`src/rtl/ovs_sum_pkg.sv`:
```
package ovs_sum_pkg;

   // how the block handles a trigger and an incoming sample
   typedef enum logic [1:0] {
      MODE_PASS  = 2'd0,   // oversampling off, one sample per trigger
      MODE_BURST = 2'd1,   // one trigger runs the whole series
      MODE_STEP  = 2'd2    // every conversion needs a trigger
   } ovs_mode_e;

   // largest log2 ratio reachable with a ratio code of the given width
   function automatic int max_ratio_log(input int code_w);
      return 1 << code_w;
   endfunction

   // number of shifter stages for a shift range 0..max_sh
   function automatic int shift_stages(input int max_sh);
      return (max_sh < 1) ? 1 : $clog2(max_sh + 1);
   endfunction

endpackage

```
`src/rtl/ovs_rshift.sv`:
```
module ovs_rshift #(
   parameter int IN_W      = 20,
   parameter int OUT_W     = 16,
   parameter int CODE_W    = 4,
   parameter int MAX_SHIFT = 8
) (
   input  logic [IN_W-1:0]   din,
   input  logic [CODE_W-1:0] code,
   output logic [OUT_W-1:0]  dout
);
   localparam int STG = ovs_sum_pkg::shift_stages(MAX_SHIFT);

   if (CODE_W < STG) begin : g_bad_code
      $error("ovs_rshift: shift code too narrow for MAX_SHIFT");
   end
   if (OUT_W > IN_W) begin : g_bad_out
      $error("ovs_rshift: output wider than input");
   end

   logic [STG-1:0]  amt;
   logic [IN_W-1:0] stage [0:STG];

   // codes beyond the supported range saturate at the largest shift
   always_comb begin
      if (int'(code) > MAX_SHIFT) amt = STG'(MAX_SHIFT);
      else                        amt = STG'(code);
   end

   assign stage[0] = din;

   for (genvar g = 0; g < STG; g++) begin : g_stage
      assign stage[g+1] = amt[g] ? (stage[g] >> (1 << g)) : stage[g];
   end

   always_comb dout = OUT_W'(stage[STG]);

endmodule

```
`src/rtl/ovs_req_ctrl.sv`:
```
module ovs_req_ctrl
   import ovs_sum_pkg::*;
(
   input  logic      clk,
   input  logic      rst_n,
   input  logic      trig_i,
   input  logic      smp_vld_i,
   input  ovs_mode_e mode_i,
   input  logic      series_open_i,
   output logic      conv_req_o,
   output logic      busy_o
);
   logic busy_q;
   logic start;

   // a new conversion starts only when none is outstanding; in burst
   // mode an open series restarts itself without a trigger
   always_comb begin
      start = !busy_q && (trig_i || (mode_i == MODE_BURST && series_open_i));
   end

   always_ff @(posedge clk or negedge rst_n) begin
      if (!rst_n) begin
         busy_q     <= 1'b0;
         conv_req_o <= 1'b0;
      end else begin
         conv_req_o <= start;
         if (start)          busy_q <= 1'b1;
         else if (smp_vld_i) busy_q <= 1'b0;
      end
   end

   assign busy_o = busy_q;

   // request is a single pulse
   a_r12_req_single: assert property (@(posedge clk) disable iff (!rst_n)
      conv_req_o |=> !conv_req_o);

   // no new request while one is outstanding
   a_r8_busy_blocks_req: assert property (@(posedge clk) disable iff (!rst_n)
      (busy_q && !smp_vld_i) |=> !conv_req_o);

endmodule

```
`src/rtl/ovs_acc_path.sv`:
```
module ovs_acc_path
   import ovs_sum_pkg::*;
#(
   parameter int SMP_W        = 12,
   parameter int ACC_W        = 20,
   parameter int RES_W        = 16,
   parameter int RATIO_CODE_W = 3,
   parameter int SHIFT_CODE_W = 4,
   parameter int MAX_SHIFT    = 8,
   parameter int CNT_W        = 8
) (
   input  logic                    clk,
   input  logic                    rst_n,
   input  logic                    take_i,
   input  ovs_mode_e               mode_i,
   input  logic [RATIO_CODE_W-1:0] ratio_code_i,
   input  logic [SHIFT_CODE_W-1:0] shift_code_i,
   input  logic [SMP_W-1:0]        smp_i,
   output logic                    res_vld_o,
   output logic [RES_W-1:0]        res_o,
   output logic                    open_o
);
   logic [ACC_W-1:0] acc_q;
   logic [CNT_W-1:0] cnt_q;
   logic [ACC_W-1:0] sum;
   logic [CNT_W:0]   ratio_n;
   logic [CNT_W-1:0] last_idx;
   logic [RES_W-1:0] scaled;

   always_comb begin
      ratio_n  = (CNT_W+1)'(1) << (int'(ratio_code_i) + 1);
      last_idx = CNT_W'(ratio_n - 1'b1);
      sum      = acc_q + ACC_W'(smp_i);
   end

   ovs_rshift #(
      .IN_W      (ACC_W),
      .OUT_W     (RES_W),
      .CODE_W    (SHIFT_CODE_W),
      .MAX_SHIFT (MAX_SHIFT)
   ) u_shift (
      .din  (sum),
      .code (shift_code_i),
      .dout (scaled)
   );

   always_ff @(posedge clk or negedge rst_n) begin
      if (!rst_n) begin
         acc_q     <= '0;
         cnt_q     <= '0;
         res_vld_o <= 1'b0;
         res_o     <= '0;
      end else begin
         res_vld_o <= 1'b0;
         if (mode_i == MODE_PASS) begin
            acc_q <= '0;
            cnt_q <= '0;
            if (take_i) begin
               res_vld_o <= 1'b1;
               res_o     <= RES_W'(smp_i);
            end
         end else if (take_i) begin
            if (cnt_q >= last_idx) begin
               res_vld_o <= 1'b1;
               res_o     <= scaled;
               acc_q     <= '0;
               cnt_q     <= '0;
            end else begin
               acc_q <= sum;
               cnt_q <= cnt_q + 1'b1;
            end
         end
      end
   end

   assign open_o = (cnt_q != '0);

   // disabling clears the partial series
   a_r9_discard: assert property (@(posedge clk) disable iff (!rst_n)
      (mode_i == MODE_PASS) |=> (cnt_q == '0 && acc_q == '0));

   // a result in oversampling mode closes the series
   a_r3_series_closed: assert property (@(posedge clk) disable iff (!rst_n)
      (res_vld_o && $past(mode_i) != MODE_PASS) |-> (cnt_q == '0 && !open_o));

endmodule

```
`src/rtl/ovs_sum_unit.sv`:
```
module ovs_sum_unit
   import ovs_sum_pkg::*;
#(
   parameter int SMP_W        = 12,
   parameter int RES_W        = 16,
   parameter int RATIO_CODE_W = 3,
   parameter int SHIFT_CODE_W = 4,
   parameter int MAX_SHIFT    = 8
) (
   input  logic                    clk,
   input  logic                    rst_n,
   input  logic                    trig_i,
   input  logic                    smp_vld_i,
   input  logic [SMP_W-1:0]        smp_data_i,
   input  logic                    ovs_en_i,
   input  logic [RATIO_CODE_W-1:0] ratio_code_i,
   input  logic [SHIFT_CODE_W-1:0] shift_code_i,
   input  logic                    trig_step_i,
   output logic                    conv_req_o,
   output logic                    res_vld_o,
   output logic [RES_W-1:0]        res_data_o
);
   localparam int MAX_LOG = max_ratio_log(RATIO_CODE_W);
   localparam int ACC_W   = SMP_W + MAX_LOG;
   localparam int CNT_W   = MAX_LOG;

   if (RES_W < SMP_W) begin : g_bad_res
      $error("ovs_sum_unit: result narrower than sample");
   end
   if (ACC_W < RES_W) begin : g_bad_acc
      $error("ovs_sum_unit: accumulator narrower than result");
   end
   if (SHIFT_CODE_W < shift_stages(MAX_SHIFT)) begin : g_bad_shift
      $error("ovs_sum_unit: shift code cannot reach MAX_SHIFT");
   end

   ovs_mode_e mode;
   logic      busy;
   logic      take;
   logic      series_open;

   always_comb begin
      if (!ovs_en_i)        mode = MODE_PASS;
      else if (trig_step_i) mode = MODE_STEP;
      else                  mode = MODE_BURST;
   end

   // only a sample answering an outstanding request is accepted
   assign take = smp_vld_i && busy;

   ovs_req_ctrl u_ctrl (
      .clk           (clk),
      .rst_n         (rst_n),
      .trig_i        (trig_i),
      .smp_vld_i     (smp_vld_i),
      .mode_i        (mode),
      .series_open_i (series_open),
      .conv_req_o    (conv_req_o),
      .busy_o        (busy)
   );

   ovs_acc_path #(
      .SMP_W        (SMP_W),
      .ACC_W        (ACC_W),
      .RES_W        (RES_W),
      .RATIO_CODE_W (RATIO_CODE_W),
      .SHIFT_CODE_W (SHIFT_CODE_W),
      .MAX_SHIFT    (MAX_SHIFT),
      .CNT_W        (CNT_W)
   ) u_path (
      .clk          (clk),
      .rst_n        (rst_n),
      .take_i       (take),
      .mode_i       (mode),
      .ratio_code_i (ratio_code_i),
      .shift_code_i (shift_code_i),
      .smp_i        (smp_data_i),
      .res_vld_o    (res_vld_o),
      .res_o        (res_data_o),
      .open_o       (series_open)
   );

   // result strobe lasts one cycle
   a_r11_strobe_single: assert property (@(posedge clk) disable iff (!rst_n)
      res_vld_o |=> !res_vld_o);

   // a result follows only a sample taken while a request was open
   a_r10_needs_request: assert property (@(posedge clk) disable iff (!rst_n)
      res_vld_o |-> ($past(busy) && $past(smp_vld_i)));

   // pass-through forwards the sample unchanged
   a_r2_pass_through: assert property (@(posedge clk) disable iff (!rst_n)
      (res_vld_o && $past(mode) == MODE_PASS) |-> res_data_o == RES_W'($past(smp_data_i)));

endmodule

```
`config.mk`:
```
export PLATFORM = sky130hd
export DESIGN_NAME = ovs_sum_unit
export DESIGN_NICKNAME = d
export VERILOG_FILES = /design/src/rtl/ovs_sum_pkg.sv /design/src/rtl/ovs_rshift.sv /design/src/rtl/ovs_req_ctrl.sv /design/src/rtl/ovs_acc_path.sv /design/src/rtl/ovs_sum_unit.sv
export SDC_FILE = /design/constraint.sdc
export NUM_CORES = 1
export LEC_CHECK = 0
export ABC_AREA = 1
export BUFFER_PORTS_ARGS = -buffer_cell sky130_fd_sc_hd__buf_2
export CORE_MARGIN = 2
export CORE_UTILIZATION = 60
export DETAILED_ROUTE_END_ITERATION = 10
export PLACE_DENSITY = 0.81
export SETUP_SLACK_MARGIN = 0.02
export SLEW_MARGIN = 15
export SYNTH_ARGS = -nofsm -noshare
export SYNTH_HDL_FRONTEND = slang
export SYNTH_SLANG_ARGS = --single-unit
export TNS_END_PERCENT = 100
```
`constraint.sdc`:
```
create_clock -name clk -period 2.6 [get_ports clk]
set_clock_uncertainty 0.1 [all_clocks]
set_input_delay 0.52 -clock clk [delete_from_list [all_inputs] [get_ports clk]]
set_output_delay 0.52 -clock clk [all_outputs]
set_load 0.05 [all_outputs]
```
==> metrics.cfg <==
[clock_tree]
root_buffer=clkbuf_8
cts_buffers=5
cts.sinks=47
clock_latency_ns=0.31
path_clk_slew_ns=0.09
htreeDepth=2
holdBufCountCts=0
cts_tree=built
cts.path.max_buffers=2

[timing]
max-slew-margin-rel_pct=38.2
slew_viol_final=0
period_needed_ns=2.53
tightest_slew_ns=0.927
fmax_mhz=396
setup_tns_ns=0
hold_violations=0
finalCritPeriodShare_pct=97.2
setup-violations-final=0

[detailed_routing]
ant_nets=0
drtIter0Drc=352
post_drt_via_cell_ratio=5.85
drc=0
vias=4609
drt_wl_total_um=12800
drtPass1Iterations=5
wl_per_cell_um=16.3

[synthesis]
netlist_area_um2=4050
synth-edff-count=0
ys_ff_latch=47
ys_seq_area_share_pct=29.0
synth_cell_types=37
synth_warnings=0
synth_cells=630
synthArstFlopShare_pct=100
syn_area_per_cell_um2=6.43
synth_ff_type=dfrtp_1

[global_routing]
grt_pass1_vias=4411
grt_pass1_wl_um=20400
overflow=0
track_usage_pct=34.9
antenna_found_initial=0
grt_max_degree=38

[setup_path]
crit_chain=buf_2 -> nor2_2 -> nand2_1 -> ha_4 -> buf_4 -> xor2_2 -> ha_1 -> nand2_1 -> o21ai_0 -> nand2_1 -> nand4_1 -> buf_6 -> nand2_4 -> buf_12 -> a21oi_1 -> a21oi_1
cpMaxStageDelayCell=ha_1
reg2regPathDepth=14
worstSetupPathType=input port to flip-flop
worst_ep_required_time_ns=2.70
cp_max_fo=7
crit_top_cell=nand2_1
cpPeakStageDelay_ns=0.27
crit_cells=16
critPathCaptureType=flip-flop
worstSetupStartpointType=input port
crit_family=simple AND/OR/NAND/NOR gates
path_buf_inv=4
cp.arrival_ns=2.63

[run_status]
status=completed

[placement]
hpwlAfterDp_um=9580
portBuffers=42
gp_congestion=0.959

[worst_hold_path]
min_path_type=input port to async pin

[final_layout]
drive_gt1_share_pct=24.2
mostFrequentLayoutCells=nand2_1, nand3_1, inv_1
finalNetCount=759
final_common_cell=nand2_1
nFillCells=491
diodes=0
postLayoutCoreUtil_pct=78.6
area_delta_synth_final_pct=24.6

[floorplan]
start_util_pct=63.1
die_w_um=86.2
core-area_um2=6420
ios=43
die_area_um2=7420
die_h_um=86.2
fp-row-count=29

[pwr]
pwr_density_cell_nw_per_um2=888
p_leak_nw=2.72
power_w=0.00448
vdd_ir_drop_max_v=0.000405

[flow_run]
drv_cap=0

-- path summary, 6_finish.rpt --
| path | end | slack, ns | startpoint |
|---|---|---|---|
| worst max-delay path | u_path.res_o[8]$_DFFE_PN0P_ | 0.07 | ratio_code_i[0] |
| worst min-delay path | u_path.cnt_q[0]$_DFFE_PN0P_ | 0.24 | rst_n |
| worst max register to register | u_path.res_o[5]$_DFFE_PN0P_ | 0.12 | u_path.acc_q[0]$_DFFE_PN0P_ |
| worst min register to register | u_ctrl.conv_req_o$_DFF_PN0_ | 0.37 | u_ctrl.busy_o$_DFFE_PN0P_ |
| max in group asynchronous | u_path.acc_q[15]$_DFFE_PN0P_ | 1.49 | rst_n |
| min in group clk | u_ctrl.conv_req_o$_DFF_PN0_ | 0.33 | trig_i |
-- cell type report --
type | instances | area [um^2] | area share (%)
repair buffers | 89 | 604 | 12.0
clock inverters | 3 | 67.6 | 1.34
clock buffers | 5 | 68.8 | 1.36
flip-flops and latches | 47 | 1180 | 23.3
inverters | 76 | 288 | 5.70
well taps | 77 | 96.3 | 1.91
multi-input cells | 491 | 2740 | 54.4
-- per-stage QoR --
stage          cell area, um^2  setup slack (ns)  hold WS (ns)  std cells
2_1_floorplan             4060            0.0171         0.124        631
3_3_place_gp              4610            -0.198         0.338        776
3_5_place_dp              4610            -0.370         0.358        776
4_1_cts                   4750           0.00305         0.264        784
5_1_grt                   5040           -0.0186         0.309        788
6_report                  5040            0.0721         0.239        788
-- cell usage after synthesis, drive strengths merged (2+ instances only) --
cell | n | area share (%)
nand3 | 110 | 14
a22o | 3 | 0.65
nand2 | 198 | 19
buf | 8 | 1.1
xor2 | 10 | 2.2
nor4 | 2 | 0.31
o21ai | 33 | 4.1
o22ai | 2 | 0.31
inv | 75 | 7.0
a21oi | 27 | 3.6
a31oi | 2 | 0.31
nor3 | 7 | 0.99
ha | 23 | 7.1
clkbuf | 9 | 1.0
xnor2 | 3 | 0.65
o211ai | 4 | 0.74
and2 | 3 | 0.46
dfrtp | 47 | 29
nand4 | 9 | 1.4
nor2 | 47 | 4.5
-- where the power goes --
part | switching, W | total [W] | internal, W
clock | 0.000281 | 0.000665 | 0.000384
combinational | 0.00178 | 0.00273 | 0.000950
sequential | 0.000152 | 0.00109 | 0.000935
-- sequential cells by signal, summed over array words and instances (netlist names) --
signal / cells
u_path.res_o: 16
u_ctrl.busy_o: 1
u_path.cnt_q: 8
u_path.res_vld_o: 1
u_path.acc_q: 20
u_ctrl.conv_req_o: 1
-- kinds of logic (layout without fill, tap and decap cells) --
group | Yosys count | count (layout) | share of synthesized area, %
AND/OR/NAND/NOR | 379 | 379 | 41.1
buffers and inverters | 93 | 173 | 9.21
AO/OA/AOI/OAI | 73 | 73 | 10.1
flip-flops | 47 | 47 | 29.0
adder cells (fa/ha/maj) | 24 | 24 | 7.60
XOR/XNOR | 13 | 13 | 2.81
other | 1 | 2 | 0.0926
-- repair_timing --
item | in CTS | in global routing
setup endpoints to repair | 7 | 45
resized for setup | 4 | 67
endpoints found under the hold margin | 0 | 0
setup buffers | 0 | 3
pin swaps | 1 | 14
gates cloned | 0 | 1
-- routing by layer --
| layer | GRT usage, % | vias to the layer above | share of wire (%) |
|---|---|---|---|
| li1 | - | 2222 | - |
| met1 | 42.8 | 2162 | 42 |
| met2 | 58.0 | 179 | 48 |
| met3 | 6.16 | 46 | 5.4 |
| met4 | 18.9 | 0 | 4.4 |
| met5 | 0 | - | 0 |
-- worst register-to-register path: stages, from the launching register on --
cell and delay [ns]:
dfrtp_1 0.41, ha_2 0.20, fa_2 0.40, nand3_1 0.11, nand3_2 0.14, nand3_2 0.13
nand4_1 0.16, nand3_1 0.17, nand3_1 0.15, nand2_1 0.10, nand2_1 0.06, nand3_1 0.07
nand3_1 0.07, nand2_1 0.07, nand2_1 0.04
(Power assumes the default switching activity.)
